<file path="src/rtl/exc_pkg.sv">
package exc_pkg;

   localparam int NUM_SRC = 7;

   // source index in priority order, 0 is highest
   localparam int SRC_RST  = 0;
   localparam int SRC_DABT = 1;
   localparam int SRC_FIQ  = 2;
   localparam int SRC_IRQ  = 3;
   localparam int SRC_PABT = 4;
   localparam int SRC_UND  = 5;
   localparam int SRC_SWI  = 6;

   typedef enum logic [2:0] {
      MODE_NONE = 3'd0,
      MODE_SVC  = 3'd1,
      MODE_ABT  = 3'd2,
      MODE_UND  = 3'd3,
      MODE_IRQ  = 3'd4,
      MODE_FIQ  = 3'd5
   } mode_t;

   function automatic logic [4:0] offset_of(input int idx);
      case (idx)
         SRC_DABT: offset_of = 5'h10;
         SRC_FIQ:  offset_of = 5'h1C;
         SRC_IRQ:  offset_of = 5'h18;
         SRC_PABT: offset_of = 5'h0C;
         SRC_UND:  offset_of = 5'h04;
         SRC_SWI:  offset_of = 5'h08;
         default:  offset_of = 5'h00;
      endcase
   endfunction

   function automatic mode_t mode_of(input int idx);
      case (idx)
         SRC_RST:  mode_of = MODE_SVC;
         SRC_DABT: mode_of = MODE_ABT;
         SRC_FIQ:  mode_of = MODE_FIQ;
         SRC_IRQ:  mode_of = MODE_IRQ;
         SRC_PABT: mode_of = MODE_ABT;
         SRC_UND:  mode_of = MODE_UND;
         SRC_SWI:  mode_of = MODE_SVC;
         default:  mode_of = MODE_NONE;
      endcase
   endfunction

endpackage

</file>
<file path="src/rtl/exc_req_qual.sv">
module exc_req_qual
   import exc_pkg::*;
#(
   parameter int HOLD_FIQ = 1
) (
   input  logic               clk,
   input  logic               exc_reset,
   input  logic               req_dabt,
   input  logic               req_fiq,
   input  logic               req_irq,
   input  logic               req_pabt,
   input  logic               req_und,
   input  logic               req_swi,
   input  logic               mask_i,
   input  logic               mask_f,
   input  logic [NUM_SRC-1:0] grant,
   output logic [NUM_SRC-1:0] qual_req
);

   logic fiq_pend;

   generate
      if (HOLD_FIQ != 0) begin : g_hold
         logic set_pend;
         assign set_pend = grant[SRC_DABT] & req_fiq & ~mask_f;
         always_ff @(posedge clk or posedge exc_reset) begin
            if (exc_reset)
               fiq_pend <= 1'b0;
            else if (grant[SRC_FIQ])
               fiq_pend <= 1'b0;
            else if (set_pend)
               fiq_pend <= 1'b1;
         end
      end else begin : g_nohold
         logic unused_ok;
         assign unused_ok = clk ^ grant[SRC_FIQ] ^ grant[SRC_DABT];
         assign fiq_pend  = 1'b0;
      end
   endgenerate

   always_comb begin
      qual_req           = '0;
      qual_req[SRC_RST]  = exc_reset;
      qual_req[SRC_DABT] = req_dabt;
      qual_req[SRC_FIQ]  = (req_fiq | fiq_pend) & ~mask_f;
      qual_req[SRC_IRQ]  = req_irq & ~mask_i;
      qual_req[SRC_PABT] = req_pabt;
      qual_req[SRC_UND]  = req_und;
      qual_req[SRC_SWI]  = req_swi;
   end

endmodule

</file>
<file path="src/rtl/exc_pri_pick.sv">
module exc_pri_pick #(
   parameter int N = 7
) (
   input  logic [N-1:0] req,
   output logic [N-1:0] grant,
   output logic         any
);

   logic [N:0] seen;

   assign seen[0] = 1'b0;

   generate
      for (genvar i = 0; i < N; i++) begin : g_chain
         assign grant[i]  = req[i] & ~seen[i];
         assign seen[i+1] = seen[i] | req[i];
      end
   endgenerate

   assign any = seen[N];

endmodule

</file>
<file path="src/rtl/exc_vec_enc.sv">
module exc_vec_enc
   import exc_pkg::*;
#(
   parameter int                ADDR_W   = 32,
   parameter logic [ADDR_W-1:0] VEC_BASE = '0
) (
   input  logic [NUM_SRC-1:0] grant,
   input  logic               any,
   input  logic               mask_i,
   input  logic               mask_f,
   output logic [ADDR_W-1:0]  vec_addr,
   output logic [2:0]         mode,
   output logic               mask_i_out,
   output logic               mask_f_out,
   output logic               save_ctx
);

   logic [4:0] off;
   mode_t      m;

   always_comb begin
      off = 5'h00;
      m   = MODE_NONE;
      for (int i = 0; i < NUM_SRC; i++) begin
         if (grant[i]) begin
            off = off | offset_of(i);
            m   = mode_t'(m | mode_of(i));
         end
      end
   end

   assign vec_addr   = VEC_BASE + ADDR_W'(off);
   assign mode       = m;
   assign mask_i_out = mask_i | any;
   assign mask_f_out = mask_f | grant[SRC_RST] | grant[SRC_FIQ];
   assign save_ctx   = any & ~grant[SRC_RST];

endmodule

</file>
<file path="src/rtl/exc_arbiter.sv">
module exc_arbiter
   import exc_pkg::*;
#(
   parameter int                ADDR_W   = 32,
   parameter logic [ADDR_W-1:0] VEC_BASE = '0,
   parameter int                HOLD_FIQ = 1
) (
   input  logic              clk,
   input  logic              exc_reset,
   input  logic              req_dabt,
   input  logic              req_fiq,
   input  logic              req_irq,
   input  logic              req_pabt,
   input  logic              req_und,
   input  logic              req_swi,
   input  logic              mask_i,
   input  logic              mask_f,
   output logic              take,
   output logic [ADDR_W-1:0] vec_addr,
   output logic [2:0]        mode,
   output logic              mask_i_out,
   output logic              mask_f_out,
   output logic              save_ctx
);

   localparam int TABLE_BYTES = 32;

   generate
      if (ADDR_W < 6) begin : g_bad_width
         $error("exc_arbiter: ADDR_W must be at least 6");
      end
      if (VEC_BASE % TABLE_BYTES != 0) begin : g_bad_base
         $error("exc_arbiter: VEC_BASE must be 32-byte aligned");
      end
      if (HOLD_FIQ != 0 && HOLD_FIQ != 1) begin : g_bad_hold
         $error("exc_arbiter: HOLD_FIQ must be 0 or 1");
      end
   endgenerate

   logic [NUM_SRC-1:0] qual_req;
   logic [NUM_SRC-1:0] grant;
   logic               any;

   exc_req_qual #(.HOLD_FIQ(HOLD_FIQ)) u_qual (
      .clk      (clk),
      .exc_reset(exc_reset),
      .req_dabt (req_dabt),
      .req_fiq  (req_fiq),
      .req_irq  (req_irq),
      .req_pabt (req_pabt),
      .req_und  (req_und),
      .req_swi  (req_swi),
      .mask_i   (mask_i),
      .mask_f   (mask_f),
      .grant    (grant),
      .qual_req (qual_req)
   );

   exc_pri_pick #(.N(NUM_SRC)) u_pick (
      .req  (qual_req),
      .grant(grant),
      .any  (any)
   );

   exc_vec_enc #(.ADDR_W(ADDR_W), .VEC_BASE(VEC_BASE)) u_enc (
      .grant     (grant),
      .any       (any),
      .mask_i    (mask_i),
      .mask_f    (mask_f),
      .vec_addr  (vec_addr),
      .mode      (mode),
      .mask_i_out(mask_i_out),
      .mask_f_out(mask_f_out),
      .save_ctx  (save_ctx)
   );

   assign take = any;

endmodule

</file>
<file path="config.mk">
export PLATFORM = sky130hd
export DESIGN_NAME = exc_arbiter
export DESIGN_NICKNAME = d
export VERILOG_FILES = /design/src/rtl/exc_pkg.sv /design/src/rtl/exc_req_qual.sv /design/src/rtl/exc_pri_pick.sv /design/src/rtl/exc_vec_enc.sv /design/src/rtl/exc_arbiter.sv
export SDC_FILE = /design/constraint.sdc
export NUM_CORES = 1
export LEC_CHECK = 0
export ABC_CLOCK_PERIOD_IN_PS = 1400
export BUFFER_PORTS_ARGS = -buffer_cell sky130_fd_sc_hd__buf_2
export CELL_PAD_IN_SITES_DETAIL_PLACEMENT = 1
export CELL_PAD_IN_SITES_GLOBAL_PLACEMENT = 1
export CORE_MARGIN = 2
export CORE_UTILIZATION = 20
export DETAILED_ROUTE_END_ITERATION = 8
export PLACE_DENSITY_LB_ADDON = 0.12
export SLEW_MARGIN = 20
export SYNTH_ARGS = -nofsm -noshare
export SYNTH_HDL_FRONTEND = slang
export SYNTH_SLANG_ARGS = --single-unit
</file>
<file path="constraint.sdc">
create_clock -name clk -period 1.4 [get_ports clk]
set_input_delay 0.28 -clock clk [delete_from_list [all_inputs] [get_ports clk]]
set_output_delay 0.28 -clock clk [all_outputs]
set_load 0.01 [all_outputs]
</file>
# Word level (Yosys, flattened, before mapping)
# Cells that the tools add are included.
[totals]
regBits = 1
latch_bits = 0
ram_bits = 0
romBits = 0
input_bits = 10
output_inout_bits = 39
word_cells = 68
memories = 0
[classes]
addsub = 0
multipliers = 0
div_mod_pow = 0
order_cmp = 0
eq_ne = 0
n_shift = 0
n_mux = 26
bitwise_logic = 40
n_reduce_logical = 1
[ops]
columns = ["cell", "count"]
rows = [
  ["5-bit 2-to-1 mux", 11],
  ["3-bit 2-to-1 mux", 12],
  ["5-bit OR", 5],
  ["3-bit OR", 6],
  ["1-bit bitwise AND", 11],
  ["1-bit OR", 10],
  ["1-bit NOT", 8],
  ["1-bit 2-to-1 mux", 3],
  ["2-bit nonzero test", 1],
]

# Longest topological paths before layout
# Gate-level depths: netlist (run 1).
[depth]
ltp_word = 15
mapped_depth = 4
mapped_depth_nobuf = 3

# Cells and area by module
# A second synthesis (run 1) with hierarchy kept.
[hier_totals]
hier_cells = 62
hier_area_um2 = 452.9
[modules_own_cells]
columns = ["mod", "instances", "cells_per_inst", "area_per_inst_um2", "seq_area_each_um2"]
rows = [
  ["exc_vec_enc", 1, 39, 284.0, 0.0],
  ["exc_req_qual", 1, 13, 96.3, 25.0],
  ["exc_pri_pick", 1, 10, 72.6, 0.0],
]

# Worst setup path after synthesis (run 1)
# Ideal clock, no wire load.
[synth_timing]
path_type = "register to output"
start = "register u_qual.fiq_pend"
end = "output vec_addr[4]"
arrival_time_ps = 958
setup_slack_ps = 162
path_stages_with_launch = 5
path_buffers = 1
cell_sequence = "dfrtp_1 o21bai_4 and2_4 buf_6 a21oi_1"
[synth_via]
elab_chain_len = 12
[synth_lines]
columns = ["element", "line", "source"]
rows = [
  ["from (decl)", "exc_req_qual.sv:20", "logic fiq_pend;"],
  ["from (signal assigned)", "exc_req_qual.sv:28", "fiq_pend <= 1'b0;"],
  ["from (signal assigned)", "exc_req_qual.sv:30", "fiq_pend <= 1'b0;"],
  ["from (signal assigned)", "exc_req_qual.sv:32", "fiq_pend <= 1'b1;"],
  ["1-bit OR *", "exc_req_qual.sv:45", "qual_req[SRC_FIQ] = (req_fiq | fiq_pend) & ~mask_f;"],
  ["1-bit bitwise AND *", "exc_req_qual.sv:45", ""],
  ["1-bit bitwise AND / 1-bit OR (equally long branches)", "exc_pri_pick.sv:15, exc_pri_pick.sv:16", ""],
  ["5-bit 2-to-1 mux / 1-bit NOT (equally long branches)", "exc_vec_enc.sv:25, exc_pri_pick.sv:15", ""],
  ["5-bit OR / 1-bit bitwise AND (equally long branches)", "exc_vec_enc.sv:26, exc_pri_pick.sv:15", ""],
  ["5-bit 2-to-1 mux", "exc_vec_enc.sv:25", "if (grant[i]) begin"],
  ["5-bit OR", "exc_vec_enc.sv:26", "off = off | offset_of(i);"],
  ["5-bit 2-to-1 mux", "exc_vec_enc.sv:25", ""],
  ["5-bit OR", "exc_vec_enc.sv:26", ""],
  ["5-bit 2-to-1 mux", "exc_vec_enc.sv:25", ""],
  ["5-bit OR", "exc_vec_enc.sv:26", ""],
  ["5-bit 2-to-1 mux *", "exc_vec_enc.sv:25", ""],
  ["to (decl)", "exc_arbiter.sv:19", "output logic [ADDR_W-1:0] vec_addr,"],
]
# Mark *: on every way between the ends. The rest lies on a longest branch, timed or not.

# Final worst setup path (run 1)
[layout_timing]
start = "input mask_f"
end = "output vec_addr[4]"
[layout_via]
elab_chain_len = 12
[layout_lines]
columns = ["element", "line", "source"]
rows = [
  ["from (decl)", "exc_arbiter.sv:17", "input logic mask_f,"],
  ["1-bit NOT *", "exc_req_qual.sv:45", ""],
  ["1-bit bitwise AND *", "exc_req_qual.sv:45", ""],
  ["1-bit bitwise AND / 1-bit OR (equally long branches)", "exc_pri_pick.sv:15, exc_pri_pick.sv:16", ""],
  ["5-bit 2-to-1 mux / 1-bit NOT (equally long branches)", "exc_vec_enc.sv:25, exc_pri_pick.sv:15", ""],
  ["5-bit OR / 1-bit bitwise AND (equally long branches)", "exc_vec_enc.sv:26, exc_pri_pick.sv:15", ""],
  ["5-bit 2-to-1 mux", "exc_vec_enc.sv:25", ""],
  ["5-bit OR", "exc_vec_enc.sv:26", ""],
  ["5-bit 2-to-1 mux", "exc_vec_enc.sv:25", ""],
  ["5-bit OR", "exc_vec_enc.sv:26", ""],
  ["5-bit 2-to-1 mux", "exc_vec_enc.sv:25", ""],
  ["5-bit OR", "exc_vec_enc.sv:26", ""],
  ["5-bit 2-to-1 mux *", "exc_vec_enc.sv:25", ""],
]
# Marks and branches as above.

==> metrics.md, run 1 <==
| Metric | Value |
|---|---|
| Outcome | finished clean |
| Drc violations | 0 |
| Hold buffer count at CTS | 0 |
| Mapped Cells | 58 |
| Syn. warnings | 0 |
| Postcts setup bufs | 0 |
| Reg2reg end | u_qual.fiq_pend |
| First-pass GRT wire length | 1255 um |
| Cells on worst reg2reg path | 2 |
| Max Slew Vio Count | 0 |
| Final period util | 0.9701 |
| Max FFs per register | 1 |
| Port Buf Inserts | 19 |
| Critical Path Fanout Max | 6 |
| Total power | 0.0001855 W |
| CP Launch Type | input pin |
| Largest area contributor in the netlist | buf_4 |
| Largest net degree at the start of global routing | 7 |
| R2R setup slack | 0.69 ns |
| Fin Hold WS | 0.2922 ns |
| DR vias/cell | 3.333 |
| RSZ-0062 raised after global routing | false |
| Detailed Route WL | 851 um |
| Worst endpoint required time | 1.12 ns |
| Synth Area in Compound Gates | 0.2188 |
| Register bit total from synthesis | 1 |
| CP Data Arrival Time | 1.08 ns |
| Highest Clock Rate | 736.3 MHz |
| GRT overflow | 0 |
| Final hold vios | 0 |
| Via count | 350 |
| Largest register by flop count | u_qual.fiq_pend |
| HPWL Detailed | 810.4 um |
| Initial Utilization | 0.2178 |
| Synth top area share | 0.4943 |
| Avg Synthesized Cell Area | 7.593 um2 |
| Fillers | 275 |
| Largest registers | u_qual.fiq_pend: 1 flops |
| Wirelength per Cell | 8.105 um |
| Gr usage total | 0.05929 |
| Synth-to-layout area growth | 7.671% |
| Post-synthesis mux area share | 0 |
| Clock slew at reported path FFs | 0 ns |
| Post-Syn Area | 440.4 um2 |
| Site row count | 16 |
| Unique masters post-synth | 18 |
| Max VDD drop | 0.0001756 V |
| Die W | 50.93 um |
| Synth Area in Simple Gates | 0.1705 |
| Vias in the first global route | 291 |
| Io pins | 49 |
| Adder-cell share of the synthesized area | 0 |
| Ant diodes | 0 |
| Total negative setup slack | 0 ns |
| GP Congestion | 0.6401 |
| Worst r2r src | u_qual.fiq_pend |
| Power per cell area | 391.2 nW/um2 |
| Die area | 2593 um2 |
| Synth Area in XOR/XNOR | 0 |
| Iter 0 DRT Violations | 1 |
| Ranking of synthesized cells by area | buf_4, a21oi_1, dfrtp_1 |
| Post-layout minimum cycle time | 1.358 ns |
| Die Height | 50.93 um |
| Layout cells sized above 1 | 0.3462 |
| Clk_lat worst skew | 0 ns |
| Routed Antenna Nets | 0 |
| Post-synthesis sequential area ratio | 0.05682 |
| CP Class | input pin to primary output |
| Fin Clk Skew | 0 ns |
| Drt pass-1 iters | 3 |
| Initial antenna violation count | 0 |
| Max-cap violations | 0 |
| Pleak | 0.2595 nW |
| Core area | 2022 um2 |
| Hold Crit Class | input pin to async pin |
| Fin nets | 90 |
| Crit end category | primary output |
| Final setup fails | 0 |
| Main combinational cell family by area after synthesis | buffers and inverters |
[through the flow]
step	setup WS, ns	utilization	instance area, um2	std cells
5_1_grt	0.005344	0.2345	474.2	105
6_report	0.04186	0.2345	474.2	105
4_1_cts	0.03442	0.2314	467.9	105
3_5_place_dp	0.03577	0.2314	467.9	105
2_1_floorplan	0.1621	-	545.5	86
3_3_place_gp	0.03983	0.2314	467.9	105
[cell usage after synthesis]
cell,number
buf_4,29
a21oi_1,7
nor2_1,4
inv_1,3
nand2_1,2
a31oi_4,1
and2_4,1
buf_6,1
conb_1,1
dfrtp_1,1
nand2b_1,1
nand3b_1,1
nor4_4,1
o211ai_1,1
o21ai_0,1
o21bai_4,1
o221ai_1,1
or2_4,1
[final cells by class]
type / count / area, um2 / share of cell area
inverters: 3 / 11.26 / 0.02375
flip-flops and latches: 1 / 25.02 / 0.05277
repair buffers: 22 / 123.9 / 0.2612
multi-input cells: 52 / 280.3 / 0.5910
well taps: 27 / 33.78 / 0.07124
[placed cells by master, fill, tap and decap left out, types with 2 or more instances in the layout]
cell type | netlist | final
nor2_1 | 4 | 4
a21oi_1 | 7 | 7
buf_4 | 29 | 3
inv_1 | 3 | 3
conb_1 | 1 | 29
nand2_1 | 2 | 2
buf_2 | 0 | 18
[kinds of logic (layout without fill, tap and decap cells)]
family,count (synthesis),after routing
other cells,1,29
flops,1,1
compound gates,12,12
simple gates,11,11
buf+inv,33,25
[power by group]
| group | internal, W | total [W] | switching (W) |
|---|---|---|---|
| Clock | 0 | 0 | 0 |
| Combinational | 0.0000520 | 0.000146 | 0.0000940 |
| Sequential | 0.0000340 | 0.0000394 | 0.00000545 |
[critical path: stages]
cell and delay, ns:
buf_2 0.11, o21bai_4 0.17, and2_4 0.19, a21oi_1 0.17, buf_2 0.15
[routing by layer]
layer / vias up / share of wire / GRT usage
met5: - / 0 / 0
met4: 0 / 0 / 0
met3: 0 / 0.16 / 0.01754
met2: 27 / 0.51 / 0.1212
met1: 152 / 0.33 / 0.06162
li1: 171 / - / -
[how the worst max path moves through the flow]
| stage | startpoint | endpoint | cells after the start |
|---|---|---|---|
| floorplan | u_qual.fiq_pend | vec_addr[4] | 4 |
| global placement | mask_i | vec_addr[4] | 5 |
| detailed placement | mask_f | vec_addr[4] | 5 |
| CTS | mask_f | vec_addr[4] | 5 |
| global route | mask_i | vec_addr[4] | 5 |
| finish | mask_f | vec_addr[4] | 5 |
[what timing repair did]
action / CTS / global route
hold endpoints to repair: 0 / 0
endpoints found under the setup margin: 0 / 1
resized for setup: 0 / 1
Power figures use the tool's default switching activity.
==> run 2, diff against run 1 <==
- PLACE_DENSITY_LB_ADDON: 0.12 -> 0.15
==> run 2 against run 1 <==
Utilization up 0.062 points. Critical path depth unchanged. Global-route usage increased by 0.85 points. Setup slack better by 0.0089 ns. Register-to-register slack worse by 0.02 ns. Via count rose by 0.86%. Final cell count is 0.95% higher. Clock skew stayed put. First-iteration DRC count shrank 100%. Combinational power is essentially flat. Fmax rose by 0.66%. Worst hold slack gained 0.0069 ns.
==> metrics.md, run 2 (synthesis gave the netlist of run 1 again) <==
| Metric | Value |
|---|---|
| First-pass GRT wire length | 1442 um |
| HPWL Detailed | 872.6 um |
| Via count | 353 |
| Site row count | 16 |
| GRT overflow | 0 |
| Hold Crit Class | input pin to async pin |
| Largest net degree at the start of global routing | 7 |
| Largest registers | u_qual.fiq_pend: 1 flops |
| Iter 0 DRT Violations | 0 |
| Detailed Route WL | 947 um |
| Pleak | 0.2622 nW |
| Outcome | finished clean |
| CP Data Arrival Time | 1.07 ns |
| CP Launch Type | input pin |
| Core area | 2022 um2 |
| CP Class | input pin to primary output |
| Drt pass-1 iters | 1 |
| Initial antenna violation count | 0 |
| Io pins | 49 |
| RSZ-0062 raised after global routing | false |
| Postcts setup bufs | 0 |
| Clk_lat worst skew | 0 ns |
| Hold buffer count at CTS | 0 |
| Fin nets | 91 |
| Fin Hold WS | 0.2991 ns |
| Placed insts | 105 |
| Final period util | 0.9637 |
| Total negative setup slack | 0 ns |
| Setup slack after layout | 0.05080 ns |
| Port Buf Inserts | 19 |
| Ant diodes | 0 |
| Power per cell area | 394.0 nW/um2 |
| Total power | 0.0001873 W |
| Wirelength per Cell | 8.934 um |
| Final setup fails | 0 |
| Routed Antenna Nets | 0 |
| Layout cells sized above 1 | 0.3544 |
| Post-layout minimum cycle time | 1.349 ns |
| Worst endpoint required time | 1.12 ns |
| Crit end category | primary output |
| Critical Path Fanout Max | 6 |
| DR vias/cell | 3.330 |
| Vias in the first global route | 323 |
| GP Congestion | 0.6191 |
| Drc violations | 0 |
| Final hold vios | 0 |
| Final non-filler cell total | 106 |
| Highest Clock Rate | 741.2 MHz |
| Die Height | 50.93 um |
| Post_cts resized | 0 |
| Cells on worst reg2reg path | 2 |
| Max VDD drop | 0.0001450 V |
| Largest register by flop count | u_qual.fiq_pend |
| Clock slew at reported path FFs | 0 ns |
| Place WS | 0.04034 ns |
| Worst r2r src | u_qual.fiq_pend |
| Max-cap violations | 0 |
| Max FFs per register | 1 |
| Max Slew Vio Count | 0 |
| R2R setup slack | 0.67 ns |
| Reg2reg end | u_qual.fiq_pend |
| Gr usage total | 0.06781 |
| Initial Utilization | 0.2178 |
| Die area | 2593 um2 |
| Commonest non-fill, non-tap cell in the layout | conb_1 |
| Fillers | 279 |
| Commonest cells after routing, fill and taps aside | conb_1, buf_2, a21oi_1 |
| Fin Clk Skew | 0 ns |
| Synth-to-layout area growth | 7.955% |
| Die W | 50.93 um |
-- run 2: changes by cell type in the layout (fill, tap and decap cells not counted) --
cell / previous run / this run
buf_2: 18 / 19
buf_4: 3 / 4
buf_6: 1 / 0
-- run 2: per-layer routing --
metal,track usage,vias up,share of wire
li1,-,174,-
met1,0.07909,155,0.32
met2,0.1364,24,0.57
met3,0.008772,0,0.11
met4,0,0,0
met5,0,-,0
-- run 2: layout make-up --
type                            count  area (um2)  share of cell area
Inverter                            3       11.26             0.02368
Sequential cell                     1       25.02             0.05263
Timing Repair Buffer               23       125.1              0.2632
Tap cell                           27       33.78             0.07105
Multi-Input combinational cell     52       280.3              0.5895
-- run 2: metrics by stage --
step,area [um2],utilization
after floorplan,545.5,-
after global placement,467.9,0.2314
after detailed placement,467.9,0.2314
after CTS,467.9,0.2314
after global routing,475.5,0.2351
final,475.5,0.2351
-- run 2: worst max path at each step --
| stage | slack [ns] | cells past startpoint | end | startpoint |
|---|---|---|---|---|
| after floorplan | 0.16 | 4 | vec_addr[4] | u_qual.fiq_pend |
| after global placement | 0.05 | 5 | save_ctx | mask_f |
| after detailed placement | 0.04 | 5 | save_ctx | mask_f |
| after CTS | 0.04 | 5 | save_ctx | mask_f |
| after global routing | 0.002 | 5 | mask_i_out | exc_reset |
| final | 0.05 | 5 | save_ctx | mask_f |
-- run 2: where the power goes --
group / leakage [nW] / internal [W] / total, W / switching (W)
sequential: 0.0119 / 0.0000340 / 0.0000395 / 0.00000546
clock: 0 / 0 / 0 / 0
combinational: 0.250 / 0.0000517 / 0.000148 / 0.0000962
total: 0.262 / 0.0000857 / 0.000187 / 0.000102
-- run 2: critical path, cell delays in order --
cell and delay (ns):
buf_2 0.11, o21bai_4 0.18, and2_4 0.19, a31oi_4 0.16, buf_2 0.15
